## config.mk

```make
export PLATFORM = sky130hd
export DESIGN_NAME = sync_pulse_gen
export DESIGN_NICKNAME = d
export VERILOG_FILES = /design/src/rtl/sync_pg_pkg.sv /design/src/rtl/sync_pg_regs.sv /design/src/rtl/sync_pg_engine.sv /design/src/rtl/sync_pg_outstage.sv /design/src/rtl/sync_pulse_gen.sv
export SDC_FILE = /design/constraint.sdc
export NUM_CORES = 1
export LEC_CHECK = 0
export ABC_CLOCK_PERIOD_IN_PS = 6370
export CORE_MARGIN = 3
export CORE_UTILIZATION = 43
export CTS_BUF_LIST = sky130_fd_sc_hd__clkbuf_4 sky130_fd_sc_hd__clkbuf_8
export DETAILED_ROUTE_END_ITERATION = 6
export GPL_ROUTABILITY_DRIVEN = 0
export HOLD_SLACK_MARGIN = 0.08
export MAX_ROUTING_LAYER = met4
export PLACE_DENSITY_LB_ADDON = 0.2
export SLEW_MARGIN = 20
export SYNTH_ARGS = -nofsm -noshare
export SYNTH_HDL_FRONTEND = slang
export SYNTH_SLANG_ARGS = --single-unit
export TNS_END_PERCENT = 1
```

## constraint.sdc

```tcl
create_clock -name clk -period 6.37 [get_ports clk]
set_clock_uncertainty 0.2 [all_clocks]
set_input_delay 1.274 -clock clk [delete_from_list [all_inputs] [get_ports clk]]
set_output_delay 1.274 -clock clk [all_outputs]
set_load 0.1 [all_outputs]
```

## src/rtl/sync_pg_pkg.sv

```systemverilog
package sync_pg_pkg;
  localparam int NUM_OUT   = 2;
  localparam int CTRL_W    = NUM_OUT + 1;
  localparam int A_CTRL    = 0;
  localparam int A_WIDTH   = 1;
  localparam int A_PERIOD  = 2;
  localparam int A_DELAY   = 3;
  localparam int A_STATUS  = 4;
  localparam int NUM_CNT   = 3;

  typedef enum logic [1:0] {
    ST_IDLE = 2'd0,
    ST_WAIT = 2'd1,
    ST_RUN  = 2'd2
  } gen_state_t;
endpackage

```

## src/rtl/sync_pg_regs.sv

```systemverilog
module sync_pg_regs
  import sync_pg_pkg::*;
#(
  parameter int DATA_W = 32,
  parameter int ADDR_W = 3
) (
  input  logic              clk,
  input  logic              rst,
  input  logic              wr_en,
  input  logic [ADDR_W-1:0] wr_addr,
  input  logic [DATA_W-1:0] wr_data,
  input  logic              rd_en,
  input  logic [ADDR_W-1:0] rd_addr,
  output logic [DATA_W-1:0] rd_data,
  input  logic [NUM_OUT-1:0] sts_in,
  output logic [CTRL_W-1:0] ctrl_q,
  output logic [DATA_W-1:0] width_q,
  output logic [DATA_W-1:0] period_q,
  output logic [DATA_W-1:0] delay_q,
  output logic [NUM_OUT-1:0] clr_mask
);
  logic [DATA_W-1:0] cnt_q [NUM_CNT];

  always_ff @(posedge clk) begin
    if (rst) ctrl_q <= '0;
    else if (wr_en && wr_addr == ADDR_W'(A_CTRL)) ctrl_q <= wr_data[CTRL_W-1:0];
  end

  // Width, period and delay share one storage pattern at consecutive addresses.
  for (genvar i = 0; i < NUM_CNT; i++) begin : g_cnt
    always_ff @(posedge clk) begin
      if (rst) cnt_q[i] <= '0;
      else if (wr_en && wr_addr == ADDR_W'(A_WIDTH + i)) cnt_q[i] <= wr_data;
    end
  end

  assign width_q  = cnt_q[0];
  assign period_q = cnt_q[1];
  assign delay_q  = cnt_q[2];

  assign clr_mask = (wr_en && wr_addr == ADDR_W'(A_STATUS)) ? wr_data[NUM_OUT-1:0] : '0;

  always_ff @(posedge clk) begin
    if (rst) rd_data <= '0;
    else if (rd_en) begin
      if (rd_addr == ADDR_W'(A_CTRL))        rd_data <= DATA_W'(ctrl_q);
      else if (rd_addr == ADDR_W'(A_WIDTH))  rd_data <= cnt_q[0];
      else if (rd_addr == ADDR_W'(A_PERIOD)) rd_data <= cnt_q[1];
      else if (rd_addr == ADDR_W'(A_DELAY))  rd_data <= cnt_q[2];
      else if (rd_addr == ADDR_W'(A_STATUS)) rd_data <= DATA_W'(sts_in);
      else                                   rd_data <= '0;
    end
  end

  // a control write lands in the register at the next edge
  p_ctrl_write_r2: assert property (@(posedge clk) disable iff (rst)
    (wr_en && wr_addr == ADDR_W'(A_CTRL)) |=> ctrl_q == $past(wr_data[CTRL_W-1:0]));
endmodule

```

## src/rtl/sync_pg_engine.sv

```systemverilog
module sync_pg_engine
  import sync_pg_pkg::*;
#(
  parameter int CNT_W = 32
) (
  input  logic             clk,
  input  logic             rst,
  input  logic             glob_en,
  input  logic             trig,
  input  logic [CNT_W-1:0] width,
  input  logic [CNT_W-1:0] period,
  input  logic [CNT_W-1:0] delay,
  output logic             pulse_d
);
  gen_state_t st_q, st_d;
  logic [CNT_W-1:0] dly_q, dly_d, wid_q, wid_d, per_q, per_d;
  logic             pulse_q;
  logic             launch;
  logic [CNT_W-1:0] wid_load;

  assign wid_load = (width == '0) ? '0 : width - 1'b1;

  always_comb begin
    st_d    = st_q;
    dly_d   = dly_q;
    wid_d   = wid_q;
    per_d   = per_q;
    pulse_d = pulse_q;
    launch  = 1'b0;
    if (!glob_en) begin
      st_d    = ST_IDLE;
      pulse_d = 1'b0;
    end else begin
      case (st_q)
        ST_IDLE: begin
          if (trig) begin
            if (delay == '0) launch = 1'b1;
            else begin
              st_d  = ST_WAIT;
              dly_d = delay - 1'b1;
            end
          end
        end
        ST_WAIT: begin
          if (dly_q == '0) launch = 1'b1;
          else dly_d = dly_q - 1'b1;
        end
        ST_RUN: begin
          if (period != '0 && per_q == '0) launch = 1'b1;
          else begin
            if (period != '0) per_d = per_q - 1'b1;
            if (pulse_q) begin
              if (wid_q == '0) begin
                pulse_d = 1'b0;
                if (period == '0) st_d = ST_IDLE;
              end else begin
                wid_d = wid_q - 1'b1;
              end
            end
          end
        end
        default: st_d = ST_IDLE;
      endcase
      if (launch) begin
        st_d    = ST_RUN;
        pulse_d = 1'b1;
        wid_d   = wid_load;
        per_d   = period - 1'b1;
      end
    end
  end

  always_ff @(posedge clk) begin
    if (rst) begin
      st_q    <= ST_IDLE;
      dly_q   <= '0;
      wid_q   <= '0;
      per_q   <= '0;
      pulse_q <= 1'b0;
    end else begin
      st_q    <= st_d;
      dly_q   <= dly_d;
      wid_q   <= wid_d;
      per_q   <= per_d;
      pulse_q <= pulse_d;
    end
  end

  // an idle generator never holds the pulse
  p_idle_quiet_r6: assert property (@(posedge clk) disable iff (rst)
    (st_q == ST_IDLE) |-> !pulse_q);
  // clearing the global enable forces idle at the next edge
  p_disable_idle_r9: assert property (@(posedge clk) disable iff (rst)
    !glob_en |=> (st_q == ST_IDLE && !pulse_q));
  // a pulse only ends once its width count is used up
  p_width_end_r5: assert property (@(posedge clk) disable iff (rst)
    ($fell(pulse_q) && $past(glob_en)) |-> $past(wid_q) == '0);
  // a retrigger during the delay does not restart the delay count
  p_retrig_ignored_r8: assert property (@(posedge clk) disable iff (rst)
    (st_q == ST_WAIT && dly_q != '0 && glob_en && trig) |=>
      (st_q == ST_WAIT && dly_q == $past(dly_q) - 1'b1));
endmodule

```

## src/rtl/sync_pg_outstage.sv

```systemverilog
module sync_pg_outstage
  import sync_pg_pkg::*;
(
  input  logic               clk,
  input  logic               rst,
  input  logic               pulse_d,
  input  logic [CTRL_W-1:0]  ctrl,
  input  logic [NUM_OUT-1:0] clr_mask,
  output logic [NUM_OUT-1:0] sync_q,
  output logic [NUM_OUT-1:0] sts_q
);
  logic [NUM_OUT-1:0] sync_d;

  for (genvar n = 0; n < NUM_OUT; n++) begin : g_out
    assign sync_d[n] = pulse_d & ctrl[0] & ctrl[n+1];

    always_ff @(posedge clk) begin
      if (rst) begin
        sync_q[n] <= 1'b0;
        sts_q[n]  <= 1'b0;
      end else begin
        sync_q[n] <= sync_d[n];
        sts_q[n]  <= (sts_q[n] & ~clr_mask[n]) | (sync_d[n] & ~sync_q[n]);
      end
    end

    // an output is high only if its enables were set at the previous edge
    p_gate_r3: assert property (@(posedge clk) disable iff (rst)
      sync_q[n] |-> $past(ctrl[0] & ctrl[n+1]));
    // every rising output leaves its status flag set
    p_status_set_r10: assert property (@(posedge clk) disable iff (rst)
      $rose(sync_q[n]) |-> sts_q[n]);
  end
endmodule

```

## src/rtl/sync_pulse_gen.sv

```systemverilog
module sync_pulse_gen
  import sync_pg_pkg::*;
#(
  parameter int DATA_W = 32,
  parameter int ADDR_W = 3
) (
  input  logic              clk,
  input  logic              rst,
  input  logic              wr_en,
  input  logic [ADDR_W-1:0] wr_addr,
  input  logic [DATA_W-1:0] wr_data,
  input  logic              rd_en,
  input  logic [ADDR_W-1:0] rd_addr,
  output logic [DATA_W-1:0] rd_data,
  input  logic              cmp1_hit,
  output logic [1:0]        sync_o,
  output logic [1:0]        sync_sts
);
  logic [CTRL_W-1:0]  ctrl_q;
  logic [DATA_W-1:0]  width_q, period_q, delay_q;
  logic [NUM_OUT-1:0] clr_mask;
  logic               pulse_d;

  sync_pg_regs #(.DATA_W(DATA_W), .ADDR_W(ADDR_W)) u_regs (
    .clk(clk), .rst(rst),
    .wr_en(wr_en), .wr_addr(wr_addr), .wr_data(wr_data),
    .rd_en(rd_en), .rd_addr(rd_addr), .rd_data(rd_data),
    .sts_in(sync_sts),
    .ctrl_q(ctrl_q), .width_q(width_q), .period_q(period_q), .delay_q(delay_q),
    .clr_mask(clr_mask)
  );

  sync_pg_engine #(.CNT_W(DATA_W)) u_engine (
    .clk(clk), .rst(rst),
    .glob_en(ctrl_q[0]), .trig(cmp1_hit),
    .width(width_q), .period(period_q), .delay(delay_q),
    .pulse_d(pulse_d)
  );

  sync_pg_outstage u_out (
    .clk(clk), .rst(rst),
    .pulse_d(pulse_d), .ctrl(ctrl_q), .clr_mask(clr_mask),
    .sync_q(sync_o), .sts_q(sync_sts)
  );
endmodule

```

Word-level counts from Yosys, hierarchy flattened. Memory sizes are Yosys's and may differ from the RTL's. Cells that the tools add are included. W data, S select, Z words.

Bits in registers: 138. Latch bits: 0. RAM bits: 96. ROM bits: 0. Input bits: 43. Word-level logic and storage cells: 144. Memories: 1.

Memories: u_regs.cnt_q (words 3, width 32, rd ports 3, clocked after Yosys merged registers in 0, write ports 3, RTL line sync_pg_regs.sv:22) `logic [DATA_W-1:0] cnt_q [NUM_CNT];`.

Add/sub/neg operators: 6. Multipliers: 0. Div/mod/pow operators: 0. $lt $le $gt $ge: 0. Equality and inequality tests: 26. Shift operators: 0. Multiplexer cells: 54. Bitwise gates (word level): 18. Reductions and logical operators: 27.

Operators with widths (count): $mux W32 (20); $logic_not A32 Y1 (6); $sub A32 B1 Y32 const B (6); $pmux W32 S2 (1); $reduce_bool A32 Y1 (1); $mux W1 (22); $mux W2 (9); $reduce_and A7 Y1 (2); $eq A3 B2 Y1 const B (4); $ne A2 B2 Y1 const B (6); $reduce_and A5 Y1 (2); $ne A3 B1 Y1 const B (3); $ne A2 B1 Y1 const B (4); $reduce_bool A2 Y1 (4); $and A1 B1 Y1 (7); $eq A3 B1 Y1 const B (2); $eq A3 B3 Y1 const B (2); $logic_and A1 B1 Y1 (6); $logic_not A3 Y1 (2); $ne A3 B3 Y1 const B (2); $not A1 Y1 (6); $pmux W2 S3 (1); $or A1 B1 Y1 (5); $reduce_and A4 Y1 (1); other kinds (7) (7).

Logic depth before layout (Yosys ltp). Gate-level depths: netlist of run 1. An unclocked memory read counts as a cell.

Depth in word-level cells: 12. Gate-level depth with buffers: 16. Gate-level depth less buffers: 13.

Modules after synthesis. A second synthesis of run 1 with hierarchy kept.

Cells, all modules: 1624. Area, all modules: 13840.8 um^2.

By module, submodules not included: sync_pg_engine (times used 1, cells an instance 1193, area an instance 8011.4 um^2, seq. area each 1981.9 um^2); sync_pg_regs (times used 1, cells an instance 419, area an instance 5699.2 um^2, seq. area each 3583.4 um^2); sync_pg_outstage (times used 1, cells an instance 12, area an instance 130.1 um^2, seq. area each 80.1 um^2).

Worst setup path before layout of run 1. Ideal clock, no wire load.

Path type: input port to flip-flop. Start: in cmp1_hit. End: reg u_engine.per_q[28]. Data arrival time: 4.360 ns. Data required time: 6.108 ns. Path slack: 1.748 ns. Cell stages on the path: 13. Cell sequence: nand2_1 > nor3_1 > a311o_1 > buf_2 > buf_1 > mux2i_1 > ha_1 > or3b_2 > nor2_1 > nand4_1 > or4_1 > a221o_1 > nand3_1.

Longest elaborated chain between the ends: 5.

RTL lines: start, declared (RTL line sync_pulse_gen.sv:15) `input logic cmp1_hit,`; $mux W1 * (RTL line sync_pg_engine.sv:36) `if (trig) begin`; $pmux W1 S3 * (RTL line sync_pg_engine.sv:34) `case (st_q)`; $mux W1 * (RTL line sync_pg_engine.sv:30) `if (!glob_en) begin`; $ne A2 B2 Y1 (no line) or $reduce_bool A2 Y1 (tied branches); $reduce_and A4 Y1 (no line); end signal, assigned (RTL line sync_pg_engine.sv:84) `per_q <= per_d;`; end, declared (RTL line sync_pg_engine.sv:16) `logic [CNT_W-1:0] dly_q, dly_d, wid_q, wid_d, per_q, per_d;`.

Every way passes the cells marked *; elsewhere a longest branch is shown, timed or not. The select of a mux whose other input is x is not followed. A chain may end at the register's enable or synchronous reset.

==> impl_metrics.json, run 1 <==
{
  "tns_ps": 0,
  "path_clk_slew_ps": 70,
  "grtUsageTotal_pct": 26.9,
  "yosys.area_share.adder_pct": 0.355,
  "syn-num-nets": 1746,
  "synth_top_area_share_pct": 20.5,
  "ys_seq_area_share_pct": 40.1,
  "p_switching_uw": 965,
  "post-cts-setup-buffer-count": 0,
  "layout_setup_ws_ps": 1150,
  "drv_slew": 0,
  "post-route-period-util_pct": 82.0,
  "hold_buffers": 0,
  "ant_nets": 0,
  "synth_top_cell_by_area": "edfxtp_1",
  "rr_startpoint": "u_regs.cnt_q[1][11]",
  "timing.hold.ws_ps": 274,
  "syn_area_per_cell_um2": 8.29,
  "io_buffers": 78,
  "synth-edff-count": 96,
  "numCtsBuffers": 43,
  "slew_headroom_pct": 22.1,
  "synthCells": 1699,
  "grt_pass1_wl_mm": 73.4,
  "dr_wl_met3_mm": 4.34,
  "rows": 65,
  "r2r_slack_ps": 1150,
  "wire_per_inst_um": 21.6,
  "pre_cts_ws_ps": 843,
  "yosys_warnings": 0,
  "cts_buffer_depth": 3,
  "vias": 13800,
  "grt.overflow.total": 0,
  "internal_power_uw": 2600,
  "muxShareOfSynthArea_pct": 3.71,
  "outcome": "completed",
  "ys_top_cells_by_area": "edfxtp_1 (20%), dfxtp_1 (20%), nor2_1 (5.9%)",
  "dp_cells": 2131,
  "start_util_pct": 44.2,
  "start_kind": "flip-flop",
  "dp_hpwl_mm": 33.1,
  "root_buffer": "clkbuf_8",
  "synth_top_family_by_area": "simple AND/OR/NAND/NOR gates",
  "diodes": 0,
  "core_area_um2": 31900,
  "synth_compound_area_share_pct": 19.4,
  "htreeDepth": 2,
  "clock.fmax_ghz": 0.191,
  "drc_errors": 0,
  "synthFlopType": "dfxtp_1",
  "post-synth-top-count-cell": "nor2_1",
  "synth-simple-area-share_pct": 29.1,
  "setup_viol": 0,
  "synthXorXnorAreaFrac_pct": 3.36,
  "fin_crit_ps": 5220,
  "via_per_inst": 6.24,
  "post_cts_resized": 0,
  "cp-end-kind": "flip-flop",
  "cts_tree": "yes",
  "critPathMaxFanout": 10,
  "ys_async_sr_fraction_pct": 0,
  "area_delta_synth_final_pct": 14.4,
  "cts_sinks": 234,
  "clock_power_share_pct": 42.4,
  "crit_type": "flip-flop to flip-flop",
  "die_h_um": 187,
  "drive_above_1_share_pct": 9.41,
  "leakagePower_uw": 0.00569,
  "final-instance-count-excl-fill": 2209,
  "wl_met1_mm": 20.2,
  "nets": 1788,
  "drv_cap": 0,
  "drtPass1Iterations": 6,
  "grt_pass1_vias": 12900,
  "crit_arrival_ps": 5490,
  "insertion_delay_ps": 560,
  "wl_met2_mm": 21.4,
  "crit_end": "u_engine.per_q[26]",
  "nFillCells": 3060,
  "worstMarginPinSlew_ps": 1160,
  "cp.required_ps": 6640,
  "critPathLaunch": "u_regs.cnt_q[1][11]",
  "fin_util_pct": 50.6,
  "synth_cell_types": 86,
  "max-vdd-ir-drop_uv": 164,
  "dr.first_iter.drc_count": 1406,
  "drt_wl_total_mm": 47.6,
  "rsz0062_at_grt": "no",
  "sw_frac_of_total_pct": 27.1,
  "ys_ff_latch": 234,
  "grt_max_degree": 57,
  "r2r_end": "u_engine.per_q[26]",
  "reg2reg_depth": 13,
  "antenna_found_initial": 0,
  "p_per_area_nw_per_um2": 221,
  "power_frac_seq_pct": 47.8,
  "min_path_type": "flip-flop to flip-flop",
  "comb_power_share_pct": 9.8,
  "yosys-top-cells-count": "nor2_1 (223), nand2_1 (141), dfxtp_1 (138)",
  "hold_viol_final": 0,
  "dieArea_um2": 35000,
  "synth.cell_area_um2": 14100,
  "die_w_um": 187,
  "io_pins": 79,
  "routed.top_layer": "met4"
}
==> cells by family (layout without fill, tap and decap cells) <==
family / after synthesis / in the layout
simple gates: 809 / 809
compound gates: 416 / 416
flops: 234 / 234
buf+inv: 136 / 211
xor+xnor: 54 / 54
mux: 46 / 46
fa+ha+maj: 4 / 4
==> cell type report <==
class | count | area [µm²] | area share, %
repair buffers | 109 | 1010 | 6.24
well taps | 435 | 544 | 3.38
flip-flops and latches | 234 | 5650 | 35.0
clock buffers | 74 | 881 | 5.46
clock inverters | 4 | 22.5 | 0.140
multi-input cells | 1329 | 7930 | 49.2
inverters | 24 | 90.1 | 0.559
==> power groups by stage <==
stage	Combinational, µW	Sequential [µW]	Clock [µW]
2_1_floorplan	178	1740	0
3_3_place_gp	343	1730	0
3_5_place_dp	345	1730	0
4_1_cts	346	1700	1530
5_1_grt	372	1710	1590
6_report	348	1700	1510
==> critical path, cell delays in order, from the launching register on <==
cell	delay [ps]
edfxtp_1	490
or4_1	680
nor2_2	460
nand4_1	410
a311o_1	470
mux2i_1	240
ha_1	260
nor3b_1	630
and3_1	410
nand3_1	200
nor4_1	280
xor2_1	180
nand2_1	60
a31oi_1	160
==> how the worst min path moves through the flow <==
stage | from | endpoint | cells past startpoint
2_1_floorplan | u_engine.wid_q[26] | u_engine.wid_q[26] | 2
3_3_place_gp | u_engine.wid_q[31] | u_engine.wid_q[31] | 2
3_5_place_dp | u_engine.wid_q[31] | u_engine.wid_q[31] | 2
5_1_grt | u_regs.rd_data[2] | u_regs.rd_data[2] | 2
6_report | u_engine.wid_q[26] | u_engine.wid_q[26] | 2
4_1_cts | u_engine.per_q[22] | u_engine.per_q[22] | 2
==> sequential cells by signal, summed over array words and instances (netlist names) <==
register	flops
u_out.sync_q	2
u_engine.wid_q	32
u_regs.rd_data	32
u_engine.st_q	2
u_regs.ctrl_q	3
u_engine.per_q	32
u_regs.cnt_q	96
u_engine.pulse_q	1
u_out.sts_q	2
u_engine.dly_q	32
==> cell usage in the layout, fill, tap and decap left out, types with 22 or more instances in the layout <==
master and instances:
or4_1 27, clkbuf_8 52, edfxtp_1 96, dfxtp_1 138, inv_1 24, clkdlybuf4s50_1 76
xor2_1 31, nor2_1 222, nor4_1 45, nand2_1 141, a31oi_1 35, nand3_1 58
a21oi_1 105, clkbuf_4 22, or3_1 24, buf_4 32, nor3_1 83, and2_1 104
mux2i_1 32, xnor2_1 23, o21ai_0 102, a22oi_1 43
==> routing by layer <==
metal | vias up | global-route usage (%)
met5 | - | -
met4 | 0 | 10.7
met3 | 116 | 4.95
met2 | 664 | 40.7
met1 | 6619 | 35.7
li1 | 6383 | -
==> metrics by stage <==
step                      cell area [µm²]  total power (µW)
after global routing                16100              3670
after CTS                           16100              3580
after floorplan                     14100              1920
after global placement              15200              2070
final                               16100              3560
after detailed placement            15200              2080
Note: power is estimated with default switching activity, not from simulation.
==> run 2: changes to the inputs <==
ABC_CLOCK_PERIOD_IN_PS = 5400   (was 6370)
clock period = 5.4 ns   (was 6.37 ns; I/O delays follow)
==> impl_metrics.json, run 2 (same netlist as run 1, synthesis figures left out) <==
{
  "die_h_um": 187,
  "tns_ps": 0,
  "drv_cap": 0,
  "post-route-period-util_pct": 90.6,
  "slew_headroom_pct": 27.2,
  "grt_max_degree": 65,
  "rows": 65,
  "sw_frac_of_total_pct": 27.4,
  "area_delta_synth_final_pct": 14.9,
  "crit_type": "flip-flop to flip-flop",
  "io_buffers": 78,
  "htreeDepth": 2,
  "insertion_delay_ps": 560,
  "grt.overflow.total": 0,
  "p_switching_uw": 1140,
  "routed.top_layer": "met4",
  "dr.first_iter.drc_count": 1501,
  "post-cts-setup-buffer-count": 0,
  "layout.cells.most_common_list": "nor2_1 (222), nand2_1 (141), dfxtp_1 (138)",
  "wire_per_inst_um": 21.9,
  "clock_power_share_pct": 41.6,
  "drtPass1Iterations": 5,
  "wl_met1_mm": 21.5,
  "slowest_stage": "or4_1",
  "outcome": "completed",
  "power_frac_seq_pct": 48.2,
  "regMostFlops": "u_regs.cnt_q",
  "critPathMaxFanout": 10,
  "drc_errors": 0,
  "grt_pass1_wl_mm": 76.4,
  "largest_register_ffs": 96,
  "dp_hpwl_mm": 34.5,
  "core_area_um2": 31900,
  "dr_wl_met3_mm": 3.60,
  "min_path_type": "flip-flop to flip-flop",
  "start_kind": "flip-flop",
  "grtUsageTotal_pct": 28.0,
  "rsz0062_at_grt": "no",
  "drv_slew": 0,
  "crit_arrival_ps": 5170,
  "worstMarginPinSlew_ps": 1090,
  "grt_pass1_vias": 13200,
  "nets": 1803,
  "cp.required_ps": 5680,
  "clock.fmax_ghz": 0.204,
  "crit_chain": "or4_1 -> nor2_2 -> nand4_1 -> a311o_1 -> mux2i_1 -> ha_1 -> or3b_2 -> nor3_1 -> nand2_1 -> or4_1 -> mux2i_1 -> a22oi_1 -> a21oi_1",
  "setup_viol": 0,
  "nFillCells": 3146,
  "multi_input_area_um2": 7920,
  "root_buffer": "clkbuf_8",
  "max-vdd-ir-drop_uv": 178,
  "post_cts_resized": 0,
  "path_clk_slew_ps": 60,
  "dieArea_um2": 35000,
  "numCtsBuffers": 44,
  "antenna_found_initial": 0,
  "drt_wl_total_mm": 48.7,
  "leakagePower_uw": 0.00575,
  "cts_tree": "yes",
  "p_per_area_nw_per_um2": 257,
  "ant_nets": 0,
  "final_common_cell": "nor2_1",
  "vias": 13700,
  "hold_viol_final": 0,
  "fin_crit_ps": 4890,
  "cp-end-kind": "flip-flop",
  "regArea_um2": 5650,
  "hold_buffers": 0,
  "max_stage_delay_ps": 680,
  "die_w_um": 187,
  "cts_buffer_depth": 3,
  "io_pins": 79,
  "cts_sinks": 234,
  "via_per_inst": 6.18,
  "start_util_pct": 44.2,
  "diodes": 0,
  "drive_above_1_share_pct": 10.0,
  "wl_met2_mm": 21.7,
  "comb_power_share_pct": 10.2,
  "p_total_uw": 4170,
  "internal_power_uw": 3030
}
[run 2: final timing paths]
kind,from,endpoint,slack [ps],cells past startpoint
worst max register to register,u_regs.cnt_q[1][11],u_engine.per_q[18],510,13
worst min-delay path,u_engine.wid_q[31],u_engine.wid_q[31],270,2
worst max-delay path,u_regs.cnt_q[1][11],u_engine.per_q[18],510,13
worst min register to register,u_engine.wid_q[31],u_engine.wid_q[31],270,2
[run 2: cell type report]
type	count	area share [%]
multi-input combinational	1329	48.9
inverter	24	0.557
timing repair buffer	123	6.86
sequential	234	34.9
clock buffer	70	5.18
tap	435	3.36
clock inverter	8	0.224
[run 2: critical path: cells and delay by family, from the launching register on]
kind	cells	cell delay [ps]
and+or+nand+nor	7	2830
muxes	2	390
adders and majority gates	1	290
AOI/OAI and AO/OA	3	660
DFF	1	460
[run 2: routing by layer]
metal / track usage [%] / vias to the layer above
li1: - / 6388
met1: 38.2 / 6635
met2: 42.0 / 597
met3: 4.25 / 124
met4: 11.0 / 0
met5: - / -
[run 2: power by group through the flow]
| stage | Clock [µW] | Sequential [µW] | Combinational, µW |
|---|---|---|---|
| global placement | 0 | 2040 | 418 |
| finish | 1740 | 2010 | 424 |
| floorplan | 0 | 2050 | 210 |
| global route | 1850 | 2010 | 455 |
| CTS | 1760 | 2000 | 421 |
| detailed placement | 0 | 2040 | 420 |
[run 2: through the flow]
step           worst slack [ps]  cells  area, µm²  util (%)  hold WS (ps)
5_1_grt                     199   2223      16200      50.8           307
6_report                    506   2223      16200      50.8           273
3_5_place_dp                504   2145      15300      48.0           263
2_1_floorplan               833   1699      14100         -           244
4_1_cts                     576   2223      16200      50.8           272
3_3_place_gp                563   2145      15300      48.0           261
